===== src/rtl/pic_pkg.sv =====
package pic_pkg;

  localparam int unsigned EXT_BASE  = 1;
  localparam int unsigned TMR_BASE  = 16;
  localparam int unsigned DMA_BASE  = 32;
  localparam int unsigned SER_BASE  = 48;
  localparam int unsigned CTRL_BASE = 'h200;
  localparam int unsigned STAT_OFS  = 'h004;
  localparam int unsigned MASK_OFS  = 'h01C;
  localparam int unsigned LVL_W     = 3;
  localparam int unsigned SRC_W     = 6;

  typedef enum logic [1:0] {
    SENSE_FALL = 2'b00,
    SENSE_LOW  = 2'b01,
    SENSE_RISE = 2'b10,
    SENSE_HIGH = 2'b11
  } sense_t;

  // Source number of a source index; indices are packed externals first.
  function automatic int unsigned src_id(int unsigned idx, int unsigned n_ext,
                                         int unsigned n_tmr, int unsigned n_dma);
    if (idx < n_ext)                    return EXT_BASE + idx;
    else if (idx < n_ext + n_tmr)       return TMR_BASE + (idx - n_ext);
    else if (idx < n_ext + n_tmr + n_dma) return DMA_BASE + (idx - n_ext - n_tmr);
    else                                return SER_BASE + (idx - n_ext - n_tmr - n_dma);
  endfunction

endpackage


===== src/rtl/pic_sync.sv =====
module pic_sync #(
  parameter int unsigned WIDTH  = 7,
  parameter int unsigned STAGES = 2
) (
  input  logic             clk,
  input  logic             rst_n,
  input  logic [WIDTH-1:0] async_i,
  output logic [WIDTH-1:0] sync_o
);

  genvar b;
  generate
    for (b = 0; b < WIDTH; b++) begin : g_bit
      logic [STAGES-1:0] chain_q;
      logic [STAGES-1:0] chain_d;

      always_comb begin
        chain_d = {chain_q[STAGES-2:0], async_i[b]};
      end

      always_ff @(posedge clk or negedge rst_n) begin
        if (!rst_n) chain_q <= '0;
        else        chain_q <= chain_d;
      end

      assign sync_o[b] = chain_q[STAGES-1];
    end
  endgenerate

endmodule


===== src/rtl/pic_source.sv =====
module pic_source
  import pic_pkg::*;
(
  input  logic             clk,
  input  logic             rst_n,
  input  logic             sample_i,
  input  logic             wr_i,
  input  logic             wr_en_i,
  input  logic             wr_pend_i,
  input  logic [1:0]       wr_mode_i,
  input  logic [LVL_W-1:0] wr_lvl_i,
  output logic             en_o,
  output logic             pend_o,
  output logic [1:0]       mode_o,
  output logic [LVL_W-1:0] lvl_o
);

  logic             en_q, en_d;
  logic             pend_q, pend_d;
  sense_t           mode_q, mode_d;
  logic [LVL_W-1:0] lvl_q, lvl_d;
  logic             prev_q;
  logic             hit;
  logic             edge_mode;
  logic             sw_clear;

  assign edge_mode = ~mode_q[0];
  assign sw_clear  = wr_i & ~wr_pend_i;

  always_comb begin
    unique case (mode_q)
      SENSE_FALL: hit = prev_q & ~sample_i;
      SENSE_RISE: hit = ~prev_q & sample_i;
      SENSE_LOW:  hit = ~sample_i;
      default:    hit = sample_i;
    endcase
  end

  always_comb begin
    en_d   = en_q;
    mode_d = mode_q;
    lvl_d  = lvl_q;
    if (wr_i) begin
      en_d   = wr_en_i;
      mode_d = sense_t'(wr_mode_i);
      lvl_d  = wr_lvl_i;
    end
    if (edge_mode) pend_d = hit | (pend_q & ~sw_clear);
    else           pend_d = hit;
  end

  always_ff @(posedge clk or negedge rst_n) begin
    if (!rst_n) begin
      en_q   <= 1'b0;
      pend_q <= 1'b0;
      mode_q <= SENSE_FALL;
      lvl_q  <= '1;
      prev_q <= 1'b0;
    end else begin
      en_q   <= en_d;
      pend_q <= pend_d;
      mode_q <= mode_d;
      lvl_q  <= lvl_d;
      prev_q <= sample_i;
    end
  end

  assign en_o   = en_q;
  assign pend_o = pend_q;
  assign mode_o = mode_q;
  assign lvl_o  = lvl_q;

  AST_EDGE_FLAG_STICKY: assert property (@(posedge clk) disable iff (!rst_n)
    (edge_mode && pend_q && !sw_clear) |=> pend_q);

  AST_LEVEL_FOLLOWS_INPUT: assert property (@(posedge clk) disable iff (!rst_n)
    (mode_q == SENSE_HIGH && !wr_i) |=> (pend_q == $past(sample_i)));

endmodule


===== src/rtl/pic_arbiter.sv =====
module pic_arbiter
  import pic_pkg::*;
#(
  parameter int unsigned N_SRC = 25,
  localparam int unsigned IDX_W = (N_SRC > 1) ? $clog2(N_SRC) : 1
) (
  input  logic                   clk,
  input  logic                   rst_n,
  input  logic [N_SRC-1:0]       en_i,
  input  logic [N_SRC-1:0]       pend_i,
  input  logic [N_SRC*LVL_W-1:0] lvl_i,
  input  logic [LVL_W-1:0]       mask_i,
  output logic                   found_o,
  output logic [IDX_W-1:0]       win_idx_o,
  output logic [LVL_W-1:0]       win_lvl_o
);

  logic [LVL_W-1:0] lvl_of [N_SRC];
  logic [N_SRC-1:0] elig;

  genvar g;
  generate
    for (g = 0; g < N_SRC; g++) begin : g_elig
      assign lvl_of[g] = lvl_i[g*LVL_W +: LVL_W];
      assign elig[g]   = en_i[g] & pend_i[g] & (lvl_of[g] < mask_i);
    end
  endgenerate

  // Ascending scan with strict compare: equal levels keep the lower index.
  always_comb begin
    found_o   = 1'b0;
    win_idx_o = '0;
    win_lvl_o = '1;
    for (int i = 0; i < N_SRC; i++) begin
      if (elig[i] && (!found_o || lvl_of[i] < win_lvl_o)) begin
        found_o   = 1'b1;
        win_idx_o = IDX_W'(i);
        win_lvl_o = lvl_of[i];
      end
    end
  end

  AST_MASK_ZERO_QUIET: assert property (@(posedge clk) disable iff (!rst_n)
    (mask_i == '0) |-> !found_o);

  AST_WIN_BELOW_MASK: assert property (@(posedge clk) disable iff (!rst_n)
    found_o |-> (win_lvl_o < mask_i));

  AST_LVL7_SILENT: assert property (@(posedge clk) disable iff (!rst_n)
    found_o |-> (win_lvl_o != '1));

  AST_WINNER_ENABLED: assert property (@(posedge clk) disable iff (!rst_n)
    found_o |-> (en_i[win_idx_o] && pend_i[win_idx_o]));

endmodule


===== src/rtl/prio_irq_ctrl.sv =====
module prio_irq_ctrl
  import pic_pkg::*;
#(
  parameter int unsigned N_EXT  = 7,
  parameter int unsigned N_TMR  = 6,
  parameter int unsigned N_DMA  = 2,
  parameter int unsigned N_SER  = 10,
  parameter int unsigned ADDR_W = 12,
  localparam int unsigned N_INT = N_TMR + N_DMA + N_SER
) (
  input  logic              clk,
  input  logic              rst_n,
  input  logic              bus_sel,
  input  logic              bus_wr,
  input  logic [ADDR_W-1:0] bus_addr,
  input  logic [31:0]       bus_wdata,
  output logic [31:0]       bus_rdata,
  input  logic [N_EXT-1:0]  ext_irq,
  input  logic [N_INT-1:0]  int_irq,
  output logic              cpu_irq
);

  localparam int unsigned N_SRC = N_EXT + N_INT;
  localparam int unsigned IDX_W = (N_SRC > 1) ? $clog2(N_SRC) : 1;
  localparam logic [ADDR_W-1:0] STAT_ADDR = ADDR_W'(STAT_OFS);
  localparam logic [ADDR_W-1:0] MASK_ADDR = ADDR_W'(MASK_OFS);

  logic [N_EXT-1:0]       ext_sync;
  logic [N_SRC-1:0]       sample;
  logic [N_SRC-1:0]       en_v, pend_v;
  logic [N_SRC*LVL_W-1:0] lvl_v;
  logic [1:0]             mode_v [N_SRC];
  logic [ADDR_W-1:0]      ctrl_addr [N_SRC];
  logic [SRC_W-1:0]       id_tab [N_SRC];
  logic [N_SRC-1:0]       ctrl_wr;
  logic [LVL_W-1:0]       mask_q, mask_d;
  logic                   wr_stb;
  logic                   found;
  logic [IDX_W-1:0]       win_idx;
  logic [LVL_W-1:0]       win_lvl;
  logic [SRC_W-1:0]       status;
  logic                   unused_wbits;

  assign wr_stb       = bus_sel & bus_wr;
  assign unused_wbits = ^{bus_wdata[31:19], bus_wdata[15:13], bus_wdata[11:9],
                          bus_wdata[7:6], bus_wdata[3], win_lvl};

  pic_sync #(.WIDTH(N_EXT), .STAGES(2)) u_sync (
    .clk    (clk),
    .rst_n  (rst_n),
    .async_i(ext_irq),
    .sync_o (ext_sync)
  );

  assign sample = {int_irq, ext_sync};

  genvar s;
  generate
    for (s = 0; s < N_SRC; s++) begin : g_src
      localparam int unsigned SID = src_id(s, N_EXT, N_TMR, N_DMA);
      assign id_tab[s]    = SRC_W'(SID);
      assign ctrl_addr[s] = ADDR_W'(CTRL_BASE + 4 * (SID - 1));
      assign ctrl_wr[s]   = wr_stb & (bus_addr == ctrl_addr[s]);

      pic_source u_src (
        .clk      (clk),
        .rst_n    (rst_n),
        .sample_i (sample[s]),
        .wr_i     (ctrl_wr[s]),
        .wr_en_i  (bus_wdata[12]),
        .wr_pend_i(bus_wdata[8]),
        .wr_mode_i(bus_wdata[5:4]),
        .wr_lvl_i (bus_wdata[2:0]),
        .en_o     (en_v[s]),
        .pend_o   (pend_v[s]),
        .mode_o   (mode_v[s]),
        .lvl_o    (lvl_v[s*LVL_W +: LVL_W])
      );
    end
  endgenerate

  always_comb begin
    mask_d = mask_q;
    if (wr_stb && bus_addr == MASK_ADDR) mask_d = bus_wdata[18:16];
  end

  always_ff @(posedge clk or negedge rst_n) begin
    if (!rst_n) mask_q <= '0;
    else        mask_q <= mask_d;
  end

  pic_arbiter #(.N_SRC(N_SRC)) u_arb (
    .clk      (clk),
    .rst_n    (rst_n),
    .en_i     (en_v),
    .pend_i   (pend_v),
    .lvl_i    (lvl_v),
    .mask_i   (mask_q),
    .found_o  (found),
    .win_idx_o(win_idx),
    .win_lvl_o(win_lvl)
  );

  assign status  = found ? id_tab[win_idx] : '0;
  assign cpu_irq = found;

  always_comb begin
    bus_rdata = '0;
    if (bus_addr == STAT_ADDR) begin
      bus_rdata[SRC_W-1:0] = status;
    end else if (bus_addr == MASK_ADDR) begin
      bus_rdata[18:16] = mask_q;
    end else begin
      for (int i = 0; i < N_SRC; i++) begin
        if (bus_addr == ctrl_addr[i]) begin
          bus_rdata[12]  = en_v[i];
          bus_rdata[8]   = pend_v[i];
          bus_rdata[5:4] = mode_v[i];
          bus_rdata[2:0] = lvl_v[i*LVL_W +: LVL_W];
        end
      end
    end
  end

  AST_IRQ_HAS_STATUS: assert property (@(posedge clk) disable iff (!rst_n)
    cpu_irq |-> (status != '0));

  AST_QUIET_STATUS_ZERO: assert property (@(posedge clk) disable iff (!rst_n)
    !cpu_irq |-> (status == '0));

endmodule


===== config.mk =====
export PLATFORM = sky130hd
export DESIGN_NAME = prio_irq_ctrl
export DESIGN_NICKNAME = d
export VERILOG_FILES = /design/src/rtl/pic_pkg.sv /design/src/rtl/pic_sync.sv /design/src/rtl/pic_source.sv /design/src/rtl/pic_arbiter.sv /design/src/rtl/prio_irq_ctrl.sv
export SDC_FILE = /design/constraint.sdc
export NUM_CORES = 1
export LEC_CHECK = 0
export CAP_MARGIN = 20
export CORE_MARGIN = 3
export CORE_UTILIZATION = 55
export DETAILED_ROUTE_END_ITERATION = 8
export GPL_TIMING_DRIVEN = 0
export PLACE_DENSITY_LB_ADDON = 0.05
export SETUP_SLACK_MARGIN = 0.2
export SLEW_MARGIN = 20
export SYNTH_ARGS = -nofsm -noshare
export SYNTH_HDL_FRONTEND = slang
export SYNTH_SLANG_ARGS = --single-unit

===== constraint.sdc =====
create_clock -name clk -period 41.4 [get_ports clk]
set_input_delay 6.21 -clock clk [delete_from_list [all_inputs] [get_ports clk]]
set_output_delay 6.21 -clock clk [all_outputs]
set_load 0.03 [all_outputs]

== Word-level counts from Yosys, hierarchy flattened ==
Memories as Yosys holds them, arrays and structs flattened.
Index checks and enable logic that the tools add are counted.
Cells by class
  reductions and logical operators: 98
  mux-type cells: 237
  magnitude comparators: 50
  eq/ne operators: 77
  bitwise operators: 278
Operators with widths (number)
  == test 12 x 10 -> 1 bit (second input constant): 25
  AND 1 bit: 176
  two-way mux 3 bit: 57
  less-than comparator 3 bit: 49
  two-way mux 1 bit: 106
  inverter 1 bit: 76
  case mux 1 bit (3 select lines): 25
  two-way mux 2 bit: 29
  == test 2 x 1 -> 1 bit (second input constant): 25
  == test 2 bit (second input constant): 25
  logical NOT 2 bit: 25
  two-way mux 5 bit: 9
  two-way mux 4 bit: 8
  logical AND 1 bit: 25
  bitwise OR 1 bit: 25
  logical NOT 1 bit: 24
  logical OR 1 bit: 24
  two-way mux 6 bit: 3
  == test 12 x 3 -> 1 bit (second input constant): 1
  == test 12 x 5 -> 1 bit (second input constant): 1
  >= comparator 6 bit (second input constant): 1
  inverter 5 -> 6 bit: 1
Storage, ports and cells
  memories kept: 1
  output and inout port bits: 33
  register bits after elaboration: 217
  bits in read-only memories: 192
  bits of input ports: 73
Memory list
  (name not given): depth 32, width 6, read ports 1, clocked after Yosys merged registers in 0, write ports 0, RTL line prio_irq_ctrl.sv:104  | assign status = found ? id_tab[win_idx] : '0;

== Logic depth before layout (Yosys ltp) ==
Gate-level depths: netlist of the first run.
  word-level depth: 105
  mapped depth: 169

== Hierarchy ==
Synthesis of the first run repeated with hierarchy kept, for this count alone.
Unflattened totals
  cells, all modules: 1796
  area total of the unflattened synthesis: 17635.7 µm²
Modules (own cells, without submodules)
  pic_source: cells an instance 22, instances 25, area an instance 349.1 µm², seq. area each 203.9 µm²
  pic_arbiter: cells an instance 794, instances 1, area an instance 5605.4 µm², seq. area each 0.0 µm²
  prio_irq_ctrl: cells an instance 431, instances 1, area an instance 2900.3 µm², seq. area each 75.1 µm²
  pic_sync: cells an instance 21, instances 1, area an instance 402.9 µm², seq. area each 350.3 µm²

== Least setup slack after synthesis of the first run ==
OpenSTA, ideal clock, no wires.
  path kind: reg2out
  from: reg mask_q[1]
  to: out bus_rdata[4]
  cell stages (with the launch flop): 159
  path buffers: 0
  data required time: 35.190 ns
  setup slack: 6.002 ns
  arrival time: 29.188 ns
  path through: dfrtp_1 -> inv_1 -> ha_1 -> o21ai_0 -> o21ai_2 -> nor2_1 -> ha_1 -> a31oi_1 -> a21o_1 -> and2_1 -> mux2_2 -> ha_1 -> o211ai_1 -> nand3b_4 -> a31oi_1 -> nand2_1 -> o21ai_0 -> inv_1 -> [... 123 more ...] -> ha_1 -> a21o_1 -> a211oi_1 -> inv_1 -> o21ai_1 -> nand2_1 -> o21a_1 -> ha_1 -> or2_2 -> a21oi_1 -> or3_1 -> o21ai_0 -> a21oi_1 -> nand2b_1 -> ha_1 -> o21ai_0 -> a211oi_1 -> o21ai_1
On the way
  word-level cells in the longest chain between the ends: 105
  elaborated cells on any way between the ends: 225
Ends and longest elaborated chain
  start, declared: RTL line prio_irq_ctrl.sv:36  | logic [LVL_W-1:0] mask_q, mask_d;
  start signal, assigned: RTL line prio_irq_ctrl.sv:89  | else mask_q <= mask_d;
  less-than comparator 3 bit: RTL line pic_arbiter.sv:25  | assign elig[g] = en_i[g] & pend_i[g] & (lvl_of[g] < mask_i);
  AND 1 bit: RTL line pic_arbiter.sv:25
  two-way mux 3 bit / two-way mux 1 bit (equally long branches): RTL line pic_arbiter.sv:35  | if (elig[i] && (!found_o || lvl_of[i] < win_lvl_o)) begin
  less-than comparator 3 bit / logical NOT 1 bit (equally long branches): RTL line pic_arbiter.sv:35
  logical OR 1 bit: RTL line pic_arbiter.sv:35
  logical AND 1 bit: RTL line pic_arbiter.sv:35
  two-way mux 3 bit / two-way mux 1 bit (equally long branches): RTL line pic_arbiter.sv:35
  less-than comparator 3 bit / logical NOT 1 bit (equally long branches): RTL line pic_arbiter.sv:35
  [... 88 more ...]
  logical OR 1 bit: RTL line pic_arbiter.sv:35
  logical AND 1 bit: RTL line pic_arbiter.sv:35
  two-way mux 5 bit: RTL line pic_arbiter.sv:35
  inverter 5 -> 6 bit (implied by the code): RTL line prio_irq_ctrl.sv:104
  memory (32 x 6 bit)
  two-way mux 6 bit (implied by the code) (2 in series): RTL line prio_irq_ctrl.sv:104
  two-way mux 6 bit *: RTL line prio_irq_ctrl.sv:104
  two-way mux 2 bit *: RTL line prio_irq_ctrl.sv:109  | if (bus_addr == STAT_ADDR) begin
  end, declared: RTL line prio_irq_ctrl.sv:17  | output logic [31:0] bus_rdata,
Every way passes the cells marked *; elsewhere a longest branch is shown, timed or not. The select of a mux whose other input is x is not followed.

== Worst setup path in the final report of the first run ==
  from: reg mask_q[1]
  to: out bus_rdata[2]
On the way
  word-level cells in the longest chain between the ends: 105
  elaborated cells on any way between the ends: 225
Ends and longest elaborated chain (RTL line)
  less-than comparator 3 bit: pic_arbiter.sv:25
  AND 1 bit: pic_arbiter.sv:25
  two-way mux 3 bit / two-way mux 1 bit (equally long branches): pic_arbiter.sv:35
  less-than comparator 3 bit / logical NOT 1 bit (equally long branches): pic_arbiter.sv:35
  logical OR 1 bit: pic_arbiter.sv:35
  logical AND 1 bit: pic_arbiter.sv:35
  two-way mux 3 bit / two-way mux 1 bit (equally long branches): pic_arbiter.sv:35
  less-than comparator 3 bit / logical NOT 1 bit (equally long branches): pic_arbiter.sv:35
  [... 88 more ...]
  logical OR 1 bit: pic_arbiter.sv:35
  logical AND 1 bit: pic_arbiter.sv:35
  two-way mux 5 bit: pic_arbiter.sv:35
  inverter 5 -> 6 bit (implied by the code): prio_irq_ctrl.sv:104
  memory (32 x 6 bit)
  two-way mux 6 bit (implied by the code) (2 in series): prio_irq_ctrl.sv:104
  two-way mux 6 bit *: prio_irq_ctrl.sv:104
  two-way mux 3 bit *: prio_irq_ctrl.sv:109
Marked as above.

==> Flow_metrics.wiki, run 1 <==
{| class="wikitable"
! Metric !! Value
|-
| Stage delay of the slowest cell on the critical path || 0.46 ns
|-
| First-pass iteration count of the detailed router || 6
|-
| Clock buffer count from CTS || 23
|-
| Highest clock frequency the design can meet || 25.62 MHz
|-
| Fin nets || 1929
|-
| Sequential cell area || 5524 µm²
|-
| TritonCTS clock tree || done
|-
| Share of flip-flops with an asynchronous set or reset after synthesis || 100.0%
|-
| Routability Congestion || 0.9443
|-
| Compound-gate portion of the synthesized area || 24.67%
|-
| Critical path data required time || 35.19 ns
|-
| Count of mapped cells out of synthesis || 1655
|-
| Cell type of the slowest stage on the worst timing path || sky130_fd_sc_hd__dfrtp_1
|-
| Most frequent cells in the layout || sky130_fd_sc_hd__mux2_2, sky130_fd_sc_hd__dfrtp_1, sky130_fd_sc_hd__nand2_1
|-
| Aggregate routed wire length || 49920 µm
|-
| Final worst path period need || 39.02 ns
|-
| Fraction of the mapped netlist area in adder cells || 6.665%
|-
| Fillcell total || 2269
|-
| Combinational family with the most area after synthesis || compound AO/OA/AOI/OAI gates
|-
| Final-report hold violation count || 0
|-
| Most Frequent Cell on Critical Path || sky130_fd_sc_hd__ha_1
|-
| Startpoint class of the critical path || flip-flop
|-
| Actual slew at the worst max-slew pin || 1.061 ns
|-
| Count of unique library cells instantiated by Yosys || 100
|-
| Number of synthesized flops with an enable pin || 0
|-
| Clock-pin slew on the worst setup and hold paths || 0.07 ns
|-
| Number of vias per cell after detailed routing || 6.622
|-
| Number of core rows || 60
|-
| Antenna violations before repair || 0
|-
| Mean routed wirelength per cell || 23.04 µm
|-
| Flops & latches, synth || 217
|-
| Number of global-route vias before repair || 13530
|-
| Synthesis-to-layout area growth || 14.47%
|-
| Number of warnings printed during yosys synthesis || 0
|-
| Die outline area || 30070 µm²
|-
| Chip Height || 173.4 µm
|-
| Dominant synthesized flop cell || sky130_fd_sc_hd__dfrtp_1
|-
| Slew HR || 29.04%
|-
| Total Neg Setup Slack || 0 ns
|-
| DRC violation total after the first TritonRoute iteration || 1789
|-
| Global routing usage summed across all routing layers || 31.90%
|-
| Final Max Slew Viols || 0
|-
| LEAKAGE || 7.752 nW
|-
| Category of the most critical setup path || flip-flop to output port
|-
| Proportion of layout cells with a drive suffix above 1 || 21.11%
|-
| Part of the Yosys area used for sequential elements || 35.84%
|-
| Run status || finished clean
|-
| Pin count of the biggest net entering global routing || 92
|-
| Basic-gate share of the synthesized area counting and, or, nand and nor cells || 16.20%
|-
| Crit share post-route || 94.26%
|-
| Routed vias || 14350
|-
| Initial Util || 56.56%
|-
| Later-pin clock latency in the skew report || 0.52 ns
|-
| Clock Root Buffer || sky130_fd_sc_hd__clkbuf_16
|-
| Final setup violation count || 0
|-
| Global-route wire length before repair || 77070 µm
|-
| Maximum fanout along the worst path || 26
|-
| Data arrival at the endpoint of the critical path || 32.81 ns
|-
| Remaining design rule violation count || 0
|-
| Horizontal extent of the die || 173.4 µm
|-
| Worst-case hold slack || 0.3461 ns
|-
| Post-Synth XOR/XNOR Area || 1.421%
|-
| Core ar. || 27250 µm²
|-
| Max Buffers Root-to-Sink || 3
|-
| HPWL after detailed placement || 37640 µm
|-
| Flop-to-flop setup slack || 39.44 ns
|-
| Buffers on Ports || 60
|-
| Setup repair after global routing missed its margin || no
|-
| Portion of netlist area occupied by mux cells || 11.32%
|-
| Sink count of the clock tree || 217
|-
| Worst vdd rail ir drop || 36.00 µV
|-
| Type of the most critical hold path || flip-flop to flip-flop
|-
| Worst clock skew on the final layout || 0.006553 ns
|-
| Level count of the clock H-tree || 1
|-
| Post-synthesis instance area || 15410 µm²
|-
| Endpoint kind of the worst setup timing path || output port
|-
| Multi-input gate area || 9538 µm²
|-
| Overflow after GRT || 0
|-
| Pwr/cell area || 25.74 nW/µm²
|-
| Post-synthesis average cell area || 9.313 µm²
|-
| Hold bufs inserted after CTS || 0
|-
| I/O pin cnt || 106
|-
| Count of antenna-violating nets left after detailed routing || 0
|-
| # diodes || 0
|-
| # Max-Cap Violations || 0
|}
layout make-up:
class                   instances  share of cell area [%]
well taps                     372                   2.638
repair buffers                 77                   4.397
repair inverters                1                 0.02837
clock inverters                 7                  0.2766
inverters                      79                   1.745
flip-flops and latches        217                   31.31
multi-input cells            1321                   54.06
clock buffers                  35                   3.858
plain buffers                  58                   1.688
synthesized netlist by cell type, types with 8 or more instances:
master / number / area (µm²)
sky130_fd_sc_hd__dfrtp_1: 142 / 3553
sky130_fd_sc_hd__mux2_2: 142 / 1599
sky130_fd_sc_hd__nand2_1: 140 / 525.5
sky130_fd_sc_hd__nor2_1: 136 / 510.5
sky130_fd_sc_hd__o21ai_0: 133 / 665.6
sky130_fd_sc_hd__a21oi_1: 91 / 455.4
sky130_fd_sc_hd__inv_1: 79 / 296.5
sky130_fd_sc_hd__ha_1: 78 / 975.9
sky130_fd_sc_hd__dfstp_2: 75 / 1971
sky130_fd_sc_hd__a221oi_1: 39 / 341.6
sky130_fd_sc_hd__nand2b_1: 36 / 225.2
sky130_fd_sc_hd__nor3_1: 33 / 165.2
sky130_fd_sc_hd__clkbuf_1: 32 / 120.1
sky130_fd_sc_hd__a21o_1: 28 / 210.2
sky130_fd_sc_hd__a22oi_1: 27 / 202.7
sky130_fd_sc_hd__xnor2_1: 25 / 219.0
sky130_fd_sc_hd__nand3_1: 22 / 110.1
sky130_fd_sc_hd__nand4b_1: 22 / 192.7
sky130_fd_sc_hd__a21boi_0: 21 / 157.7
sky130_fd_sc_hd__buf_4: 21 / 157.7
sky130_fd_sc_hd__nand4_1: 18 / 112.6
sky130_fd_sc_hd__o211ai_1: 17 / 127.6
sky130_fd_sc_hd__a31oi_1: 15 / 93.84
sky130_fd_sc_hd__a22o_1: 14 / 122.6
sky130_fd_sc_hd__and2_1: 14 / 87.58
sky130_fd_sc_hd__mux2i_1: 13 / 130.1
sky130_fd_sc_hd__nor2b_1: 13 / 81.33
sky130_fd_sc_hd__or2_2: 12 / 75.07
sky130_fd_sc_hd__or3_1: 10 / 62.56
sky130_fd_sc_hd__a211o_1: 8 / 70.07
sky130_fd_sc_hd__nor4_1: 8 / 50.05
sky130_fd_sc_hd__o21a_1: 8 / 60.06
sky130_fd_sc_hd__o22ai_1: 8 / 50.05
worst paths after layout:
path | start | to | cells after the start
worst max register to register | mask_q[0] | mask_q[0] | 3
worst min register to register | u_sync.g_bit[5].chain_q[0] | u_sync.g_bit[5].chain_q[1] | 0
min in group asynchronous | rst_n | g_src[20].u_src.en_o | 1
worst min-delay path | u_sync.g_bit[5].chain_q[0] | u_sync.g_bit[5].chain_q[1] | 0
max in group asynchronous | rst_n | g_src[3].u_src.lvl_o[0] | 2
worst max-delay path | mask_q[1] | bus_rdata[2] | 161
flip-flops by register name, summed over array words and instances (netlist names):
signal                cells
g_src.u_src.en_o         25
g_src.u_src.lvl_o        75
g_src.u_src.mode_o       50
g_src.u_src.pend_o       25
g_src.u_src.prev_q       25
mask_q                    3
u_sync.g_bit.chain_q     14
stage by stage:
step | power (mW) | instance area (µm²) | cells | worst slack (ns) | utilization [%]
3_5_place_dp | 0.2563 | 16710 | 2115 | 0.6978 | 61.32
4_1_cts | 0.4538 | 17450 | 2158 | 0.2178 | 64.03
3_3_place_gp | 0.2548 | 16550 | 2107 | 1.056 | 60.74
6_report | 0.4542 | 17640 | 2167 | 2.375 | 64.74
2_1_floorplan | 0.2385 | 15490 | 1675 | 6.002 | -
5_1_grt | 0.4668 | 17640 | 2167 | 0.1333 | 64.74
layer usage:
layer	GRT usage (%)	routed length, µm
met5	0	0
met1	45.60	21370
met3	6.154	5039
met4	8.581	1446
met2	49.76	22070
logic make-up after synthesis:
logic type | after synthesis
compound gates | 537
xor+xnor | 25
fa+ha+maj | 83
buf+inv | 137
flops | 217
mux | 156
other cells | 1
simple gates | 499
worst max-delay path, delay by kind of cell (launching register included):
family	cells	cell delay, ns
compound gates	62	12.76
simple gates	37	6.08
fa+ha+maj	25	6.03
mux	16	5.12
buf+inv	21	1.89
flops	1	0.46
report_power, final:
part	internal (mW)	total (mW)	leakage (nW)	switching, mW
combinational	0.0133	0.0362	4.88	0.0228
sequential	0.215	0.218	2.52	0.00233
clock	0.114	0.200	0.350	0.0868
what timing repair did:
action / CTS / global route
setup endpoints to repair: 3 / 6
resized for setup: 1 / 30
setup buffers: 0 / 9
gates cloned: 1 / 0
pin swaps: 0 / 4
Note: power is estimated with default switching activity, not from simulation.
==> run 2, diff against run 1 <==
- GPL_ROUTABILITY_DRIVEN: not set -> 0
==> run 2 against run 1 <==
  * Clock skew grew 0.0027 ns
  * Register-to-register slack worse by 0.03 ns
  * Flip-flop and latch count stayed put
  * Design area rose by 0.82%
  * Clock-buffer cell count shrank 6
  * Global-route usage is essentially flat
  * Critical path type unchanged
  * Wire length down 0.68%
  * Highest routed layer is now met5
==> Flow_metrics.wiki, run 2 (same netlist as run 1, synthesis figures left out) <==
{| class="wikitable"
! Metric !! Value
|-
| Run status || finished clean
|-
| Crit share post-route || 93.66% (-0.61 points)
|-
| Final setup violation count || 0 (unchanged)
|-
| Pin count of the biggest net entering global routing || 92 (unchanged)
|-
| End of the critical path || bus_rdata[4]
|-
| Worst slack at placement || 0.7692 ns (+0.07145 ns)
|-
| Max Buffers Root-to-Sink || 3 (unchanged)
|-
| Chip Height || 173.4 µm (unchanged)
|-
| Cell-internal power || 0.3719 mW (+8.7%)
|-
| Clock buffer count from CTS || 23 (unchanged)
|-
| Buffers on Ports || 60 (unchanged)
|-
| Actual slew at the worst max-slew pin || 1.185 ns (+0.1240 ns)
|-
| Synthesis-to-layout area growth || 15.41%
|-
| Post-DP Area || 16710 µm² (about the same)
|-
| Clock Root Buffer || sky130_fd_sc_hd__clkbuf_16
|-
| Worst clock skew on the final layout || 0.009282 ns (+0.002729 ns)
|-
| Remaining design rule violation count || 0 (unchanged)
|-
| Horizontal extent of the die || 173.4 µm (unchanged)
|-
| LEAKAGE || 7.841 nW (+1.1%)
|-
| Number of vias per cell after detailed routing || 6.632 (+0.15%)
|-
| HPWL after detailed placement || 37410 µm (-0.60%)
|-
| Path depth of the worst reg2reg path || 3 (unchanged)
|-
| Core ar. || 27250 µm² (unchanged)
|-
| Aggregate routed wire length || 49590 µm (-0.68%)
|-
| Most frequent cells in the layout || sky130_fd_sc_hd__mux2_2, sky130_fd_sc_hd__dfrtp_1, sky130_fd_sc_hd__nand2_1
|-
| Worst vdd rail ir drop || 38.55 µV (+7.1%)
|-
| Summed area of non-filler cells in the final layout || 17790 µm² (+0.82%)
|-
| Largest register FFs || 75 (unchanged)
|-
| First-pass iteration count of the detailed router || 6 (unchanged)
|-
| Mean routed wirelength per cell || 22.85 µm (-0.82%)
|-
| Stage delay of the slowest cell on the critical path || 0.49 ns (+0.03 ns)
|-
| Number of buffer and inverter stages on the critical path || 19 (-9.5%)
|-
| Total Neg Setup Slack || 0 ns (unchanged)
|-
| Level count of the clock H-tree || 1 (unchanged)
|-
| Launching element of the worst setup path || mask_q[2]
|-
| Switching power share of the total || 22.92% (-1.7 points)
|-
| Data arrival at the endpoint of the critical path || 32.56 ns (-0.25 ns)
|-
| Cell family with most CP delay || compound AO/OA/AOI/OAI gates
|-
| Relative contribution of sequential cells to total power || 45.1% (-2.8 points)
|-
| Routed vias || 14390 (+0.29%)
|-
| Global routing usage summed across all routing layers || 31.93% (about the same)
|-
| Fin nets || 1934 (+0.26%)
|-
| Number of global-route vias before repair || 13640 (+0.79%)
|-
| DRC violation total after the first TritonRoute iteration || 1731 (-3.2%)
|-
| Type of the most critical hold path || flip-flop to flip-flop
|-
| Path length in cells of the critical path || 162 (+0.62%)
|-
| Overflow after GRT || 0 (unchanged)
|-
| TritonCTS clock tree || done
|-
| Proportion of layout cells with a drive suffix above 1 || 21.52% (+0.41 points)
|-
| Flop-to-flop setup slack || 39.41 ns (-0.03 ns)
|-
| Category of the most critical setup path || flip-flop to output port
|-
| Startpoint class of the critical path || flip-flop
|-
| Combinational share of power || 7.4% (-0.6 points)
|-
| Crit path setup slack, layout || 2.627 ns (+0.2514 ns)
|-
| R2r startpoint || mask_q[0]
|-
| Sink count of the clock tree || 217 (unchanged)
|-
| Most Frequent Cell on Critical Path || sky130_fd_sc_hd__ha_1
|-
| Initial Util || 56.56% (unchanged)
|-
| Slew HR || 20.42% (-8.6 points)
|-
| Antenna violations before repair || 1 (+1)
|-
| I/O pin cnt || 106 (unchanged)
|-
| Final Max Slew Viols || 0 (unchanged)
|-
| Cell type of the slowest stage on the worst timing path || sky130_fd_sc_hd__dfrtp_1
|-
| Maximum fanout along the worst path || 7 (-73%)
|-
| RR Endpoint || mask_q[0]
|-
| Count of antenna-violating nets left after detailed routing || 0 (unchanged)
|-
| Clock-pin slew on the worst setup and hold paths || 0.06 ns (about the same)
|-
| # Max-Cap Violations || 0 (unchanged)
|-
| Highest clock frequency the design can meet || 25.79 MHz (+0.65%)
|-
| Clock power frac || 47.5% (+3.4 points)
|-
| Setup repair after global routing missed its margin || no
|-
| Final worst path period need || 38.77 ns (-0.2514 ns)
|-
| # diodes || 0 (unchanged)
|-
| Share of the core filled with cells in the final layout || 65.27% (+0.53 points)
|-
| Pwr/cell area || 27.12 nW/µm² (+5.4%)
|-
| Endpoint kind of the worst setup timing path || output port
|-
| Global-route wire length before repair || 77050 µm (about the same)
|-
| Final-report hold violation count || 0 (unchanged)
|-
| Later-pin clock latency in the skew report || 0.51 ns (about the same)
|-
| Number of core rows || 60 (unchanged)
|-
| Die outline area || 30070 µm² (unchanged)
|-
| Switching power total || 0.1106 mW (-1.2%)
|-
| Critical path data required time || 35.19 ns (about the same)
|}
## run 2: repair_timing
item | in CTS | in global routing
pin swaps | 0 | 5
setup buffers | 0 | 15
endpoints found under the setup margin | 2 | 6
hold buffers | 0 | 0
cloned | 1 | 0
resized for setup | 1 | 28
## run 2: layout make-up
cell class | instances | area (µm²)
Multi-Input combinational cell | 1321 | 9527
Fill cell | 2233 | 9464
Sequential cell | 217 | 5524
Timing Repair Buffer | 82 | 818.3
Clock buffer | 29 | 659.4
Tap cell | 372 | 465.4
Inverter | 79 | 307.8
Buffer | 58 | 297.8
Clock inverter | 11 | 182.7
Timing Repair inverter | 1 | 5.005
## run 2: per-layer routing
| layer | vias up | GRT usage, % | share of wire, % |
|---|---|---|---|
| met2 | 744 | 49.06 | 43 |
| met3 | 131 | 6.264 | 10 |
| li1 | 6489 | - | - |
| met5 | - | 0 | 0.022 |
| met4 | 2 | 9.561 | 3.3 |
| met1 | 7025 | 45.82 | 43 |
## run 2: power by group through the flow
stage / Clock [mW] / Combinational, mW / Sequential [mW]
CTS: 0.231 / 0.0352 / 0.217
detailed placement: 0 / 0.0349 / 0.221
floorplan: 0 / 0.0182 / 0.220
finish: 0.229 / 0.0358 / 0.218
global placement: 0 / 0.0335 / 0.221
global route: 0.239 / 0.0389 / 0.218
## run 2: worst min path at each step
stage | from | to | slack (ns) | depth (start not counted)
finish | u_sync.g_bit[5].chain_q[0] | u_sync.g_bit[5].chain_q[1] | 0.35 | 0
global route | u_sync.g_bit[5].chain_q[0] | u_sync.g_bit[5].chain_q[1] | 0.35 | 0
CTS | u_sync.g_bit[5].chain_q[0] | u_sync.g_bit[5].chain_q[1] | 0.35 | 0
detailed placement | u_sync.g_bit[5].chain_q[0] | u_sync.g_bit[5].chain_q[1] | 0.33 | 0
global placement | u_sync.g_bit[5].chain_q[0] | u_sync.g_bit[5].chain_q[1] | 0.33 | 0
floorplan | u_sync.g_bit[0].chain_q[0] | u_sync.g_bit[0].chain_q[1] | 0.33 | 0
## run 2: worst reg2reg max path: stages (launching register included)
cell                       delay, ns
sky130_fd_sc_hd__dfrtp_1        0.68
sky130_fd_sc_hd__clkbuf_1       0.42
sky130_fd_sc_hd__clkbuf_1       0.54
sky130_fd_sc_hd__mux2_2         0.29
## run 2: through the flow
stage          total power, mW  std cells  hold slack, ns
6_report                0.4825       2170          0.3464
5_1_grt                 0.4954       2170          0.3531
4_1_cts                 0.4835       2155          0.3454
3_5_place_dp            0.2560       2114          0.3347
3_3_place_gp            0.2544       2107          0.3320
2_1_floorplan           0.2385       1675          0.3312
